## src/rtl/irq_gate_pkg.sv

```systemverilog
package irq_gate_pkg;
  localparam int unsigned BLACKOUT_DEF   = 3;
  localparam int unsigned MASK_DELAY_DEF = 2;

  typedef struct packed {
    logic vld;
    logic val;
  } mask_stage_t;

  typedef struct packed {
    logic nmi;
    logic mskd;
    logic at_break;
  } take_t;
endpackage

```

## src/rtl/irq_blackout.sv

```systemverilog
module irq_blackout #(
  parameter int unsigned BLACKOUT = 3,
  localparam int unsigned CW = (BLACKOUT > 1) ? $clog2(BLACKOUT) : 1
) (
  input  logic clk,
  input  logic rst,
  input  logic upd,
  output logic blocked
);
  logic [CW-1:0] cnt_q;

  always_ff @(posedge clk) begin
    if (rst)
      cnt_q <= '0;
    else if (upd)
      cnt_q <= CW'(BLACKOUT - 1);
    else if (cnt_q != '0)
      cnt_q <= cnt_q - 1'b1;
  end

  assign blocked = upd | (cnt_q != '0);
endmodule

```

## src/rtl/irq_mask_commit.sv

```systemverilog
module irq_mask_commit
  import irq_gate_pkg::*;
#(
  parameter int unsigned MASK_DELAY = 2,
  localparam int unsigned NSTG = (MASK_DELAY > 1) ? MASK_DELAY - 1 : 1
) (
  input  logic clk,
  input  logic rst,
  input  logic upd,
  input  logic val,
  output logic mask_q
);
  mask_stage_t stg_q [NSTG];

  always_ff @(posedge clk) begin
    if (rst) begin
      for (int i = 0; i < NSTG; i++) stg_q[i] <= '0;
      mask_q <= 1'b1;
    end else begin
      stg_q[0] <= '{vld: upd, val: val};
      for (int i = 1; i < NSTG; i++) stg_q[i] <= stg_q[i-1];
      if (stg_q[NSTG-1].vld) mask_q <= stg_q[NSTG-1].val;
    end
  end
endmodule

```

## src/rtl/irq_move_gate.sv

```systemverilog
module irq_move_gate (
  input  logic mv_active,
  input  logic mv_word,
  input  logic mv_break,
  output logic hold,
  output logic at_break
);
  logic byte_mv, word_mv;

  assign byte_mv  = mv_active & ~mv_word;
  assign word_mv  = mv_active & mv_word;
  assign hold     = byte_mv | (word_mv & ~mv_break);
  assign at_break = word_mv & mv_break;
endmodule

```

## src/rtl/irq_accept_gate.sv

```systemverilog
module irq_accept_gate
  import irq_gate_pkg::*;
#(
  parameter int unsigned BLACKOUT   = BLACKOUT_DEF,
  parameter int unsigned MASK_DELAY = MASK_DELAY_DEF
) (
  input  logic clk,
  input  logic rst,
  input  logic irq_pend,
  input  logic nmi_pend,
  input  logic mask_upd,
  input  logic mask_new,
  input  logic mv_active,
  input  logic mv_word,
  input  logic mv_break,
  output logic irq_take,
  output logic irq_take_nmi,
  output logic resume_next,
  output logic mask_eff
);
  logic  blk, mv_hold, mv_brk, gate;
  take_t nxt;
  logic  take_q, nmi_q, rn_q;

  irq_blackout #(.BLACKOUT(BLACKOUT)) u_blk (
    .clk(clk), .rst(rst), .upd(mask_upd), .blocked(blk)
  );

  irq_mask_commit #(.MASK_DELAY(MASK_DELAY)) u_msk (
    .clk(clk), .rst(rst), .upd(mask_upd), .val(mask_new), .mask_q(mask_eff)
  );

  irq_move_gate u_mv (
    .mv_active(mv_active), .mv_word(mv_word), .mv_break(mv_break),
    .hold(mv_hold), .at_break(mv_brk)
  );

  assign gate = ~blk & ~mv_hold & ~take_q;

  always_comb begin
    nxt.nmi      = nmi_pend & gate;
    nxt.mskd     = irq_pend & ~mask_eff & gate;
    nxt.at_break = mv_brk;
  end

  always_ff @(posedge clk) begin
    if (rst) begin
      take_q <= 1'b0;
      nmi_q  <= 1'b0;
      rn_q   <= 1'b0;
    end else begin
      take_q <= nxt.nmi | nxt.mskd;
      nmi_q  <= nxt.nmi;
      rn_q   <= (nxt.nmi | nxt.mskd) & nxt.at_break;
    end
  end

  assign irq_take     = take_q;
  assign irq_take_nmi = nmi_q;
  assign resume_next  = rn_q;
endmodule

```

## config.mk

```make
export PLATFORM = sky130hd
export DESIGN_NAME = irq_accept_gate
export DESIGN_NICKNAME = d
export VERILOG_FILES = /design/src/rtl/irq_gate_pkg.sv /design/src/rtl/irq_blackout.sv /design/src/rtl/irq_mask_commit.sv /design/src/rtl/irq_move_gate.sv /design/src/rtl/irq_accept_gate.sv
export SDC_FILE = /design/constraint.sdc
export NUM_CORES = 1
export LEC_CHECK = 0
export BUFFER_PORTS_ARGS = -buffer_cell sky130_fd_sc_hd__buf_2
export CAP_MARGIN = 10
export CORE_AREA = 2 2 39 41
export CTS_CLUSTER_DIAMETER = 150
export CTS_CLUSTER_SIZE = 24
export DETAILED_ROUTE_END_ITERATION = 10
export DIE_AREA = 0 0 41 43
export MAX_ROUTING_LAYER = met4
export SETUP_SLACK_MARGIN = 0.5
export SLEW_MARGIN = 20
export SYNTH_ARGS = -nofsm -noshare
export SYNTH_HDL_FRONTEND = slang
export SYNTH_HIERARCHICAL = 1
export SYNTH_SLANG_ARGS = --single-unit
```

## constraint.sdc

```tcl
create_clock -name clk -period 2.25 [get_ports clk]
set_input_delay 0.225 -clock clk [delete_from_list [all_inputs] [get_ports clk]]
set_output_delay 0.225 -clock clk [all_outputs]
set_load 0.05 [all_outputs]
```

==> metrics <==
outcome=finished, final reports clean; post-synthesis cell type count=13; IO buf count=12; final WL=roughly 450 microns; YS warnings=6; Starting DRT DRC Count=2; TritonRoute pass-1 iters=4; Critical path buffers and inverters=0; Max VDD drop=0.314 mV; CTS buffer count=3; smallest hold slack=around 190 ps; HPWL after DPL=359 microns; clk_skew=approximately 3.6 ps; commonest non-fill, non-tap cell in the layout=buf_2; worst-case reg-to-reg path depth=3; # IOs=13; Overall Power=0.286 mW; crit path max-delay cell type=or4_4; hold_buf cts=0; final count of pins violating max slew=0; r2r endpoint=resume_next$_SDFF_PP0_; Synth Net Count=34; Nets=51; Critical Path RT=about 2400 ps; largest net degree at the start of global routing=7; ant diodes=0; CTS tree=done; Clock Latency Late Sink=between 200 and 250 ps; critical path capture point type=flop; Worst Path Max Fanout=3; Non-Filler Instances=56; Total GRT Usage=0.0674; area leader, netlist=dfxtp_1; placer's final routability congestion estimate=roughly 0.63; Hold EP=u_msk/stg_q[0][0]$_SDFF_PP0_; cells along the critical path=or3_1 > or4_4 > a211oi_2; worst setup margin=around 800 ps; compound-gate portion of the synthesized area=0.155; post-synthesis mux area share=0; Synth Instances=25; CTS sink count=8; Core Rows=14; #FFs+latches synth=8; critical path class=reg2reg; maxcap violations=0; die height=around 43 microns; worst slew pin tran=230 ps; unrepaired setup endpoints after global routing=no; DP Cell Count=between 50 and 60; first-pass GRT wire length=between 700 and 800 microns; PD cells=~760 nW/um^2; most frequent cells in the layout=buf_2 (12), dfxtp_1 (8), clkbuf_4 (3), nor2b_1 (3); Final setup viols=0; delay-heaviest family, CP=simple AND/OR/NAND/NOR gates; worst reg2reg setup slack=slightly below 800 ps; Fin. Hold Viols=0; Remaining DRCs=0; Rel. slew slack=0.845; vias per inst=around 4; fillers=approximately 160; Max H-tree Level=1; Fmax achieved=around 0.69 GHz; wire per inst=8.11 microns; Critical Path AT=around 1600 ps; CTS root buf=clkbuf_4; xor/xnor cell area share of the yosys netlist=0; worst hold path type=in2reg; Clock transition at path regs=roughly 50 ps; P&R area growth vs syn=37.3%; Final Cycle Share=0.648; Synth Area in Adders=0; post-CTS setup buffer count=0; Die ar.=1760 sq um; area of the multi-input gates=around 110 sq um; vias in the first global route=192; Post-Synth Simple-Gate Area=0.236; top cell type's share of synthesized area=0.582; Hold Path Cell Cnt=2; routed vias=222; Final min period=~1500 ps; type of origin of the critical path=flop; post-cts gate resize count=0; sequential area share after synthesis=0.582; Core ar.=approximately 1400 sq um; initial antenna violation count=0; Congestion Overflow GR=0; share of cells above drive strength 1=0.450; Die X=between 40 and 50 microns; syn_area_per_cell=~11 sq um; Critical R2R Launch=u_blk/cnt_q[1]$_SDFFE_PP0P_; Worst path max stage delay=about 530 ps; Initial Utilization=0.199; Max clock buf depth=2; TNS Setup=0 ps; Synth area leaders=dfxtp_1 (58%), nor2b_1 (6.8%), a211oi_2 (4.5%), a21boi_2 (4.1%), or4_4 (4.1%); LEAKAGE=~0.17 nW; Reg area=roughly 160 sq um; DP Worst Slack=approximately 800 ps; Post-DRT Antenna Nets=0; main combinational cell family by area after synthesis=simple AND/OR/NAND/NOR gates; Mapped Area=between 200 and 300 sq um; hold wc startpoint=mask_new
==> how the worst max path moves through the flow <==
stage / from / to / slack (ps) / cells after the start
floorplan: u_blk/cnt_q[1]$_SDFFE_PP0P_ / resume_next$_SDFF_PP0_ / 820 / 3
CTS: u_blk/cnt_q[1]$_SDFFE_PP0P_ / resume_next$_SDFF_PP0_ / 790 / 3
detailed placement: u_blk/cnt_q[1]$_SDFFE_PP0P_ / resume_next$_SDFF_PP0_ / 800 / 3
global placement: u_blk/cnt_q[1]$_SDFFE_PP0P_ / resume_next$_SDFF_PP0_ / 810 / 3
global route: u_blk/cnt_q[1]$_SDFFE_PP0P_ / resume_next$_SDFF_PP0_ / 740 / 3
finish: u_blk/cnt_q[1]$_SDFFE_PP0P_ / resume_next$_SDFF_PP0_ / 790 / 3
==> cell type report <==
class	count	area share
Sequential cell	8	0.424
Clock buffer	3	0.0596
Inverter	2	0.0199
Tap cell	16	0.0530
Timing Repair Buffer	12	0.159
Multi-Input combinational cell	15	0.285
==> stage by stage <==
step,util,instance area [sq um]
floorplan,-,275
global placement,0.257,355
detailed placement,0.257,355
CTS,0.273,378
global route,0.273,378
finish,0.273,378
==> where the power goes <==
part	switching [mW]	internal (mW)	leakage (nW)
combinational	0.0187	0.0139	0.0921
clock	0.0419	0.0606	0.0138
sequential	0.00268	0.148	0.0658
total	0.0633	0.222	0.172
==> cell families after synthesis <==
kind of cell,Yosys count
AOI/OAI and AO/OA,5
buffers and inverters,2
DFF,8
and+or+nand+nor,10
==> per-layer routing <==
metal	vias up	wire length [microns]	GRT usage
li1	118	-	-
met1	91	193	0.0691
met2	13	195	0.0813
met3	0	64	0.0785
met4	0	0	0.0200
met5	-	0	-
==> sequential cells by signal, summed over array words and instances (netlist names) <==
| name | count |
|---|---|
| u_blk/cnt_q | 2 |
| u_msk/stg_q | 2 |
| irq_take | 1 |
| irq_take_nmi | 1 |
| resume_next | 1 |
| u_msk/mask_q | 1 |
==> synth_stat cells <==
master	count
or4_4	1
a21boi_2	1
inv_1	2
nor4b_1	1
or3_1	1
nand2b_1	1
dfxtp_1	8
nor2b_1	3
a21oi_1	2
a211oi_2	1
a211o_1	1
and3_1	1
nor2_1	2
(Power assumes the default switching activity.)
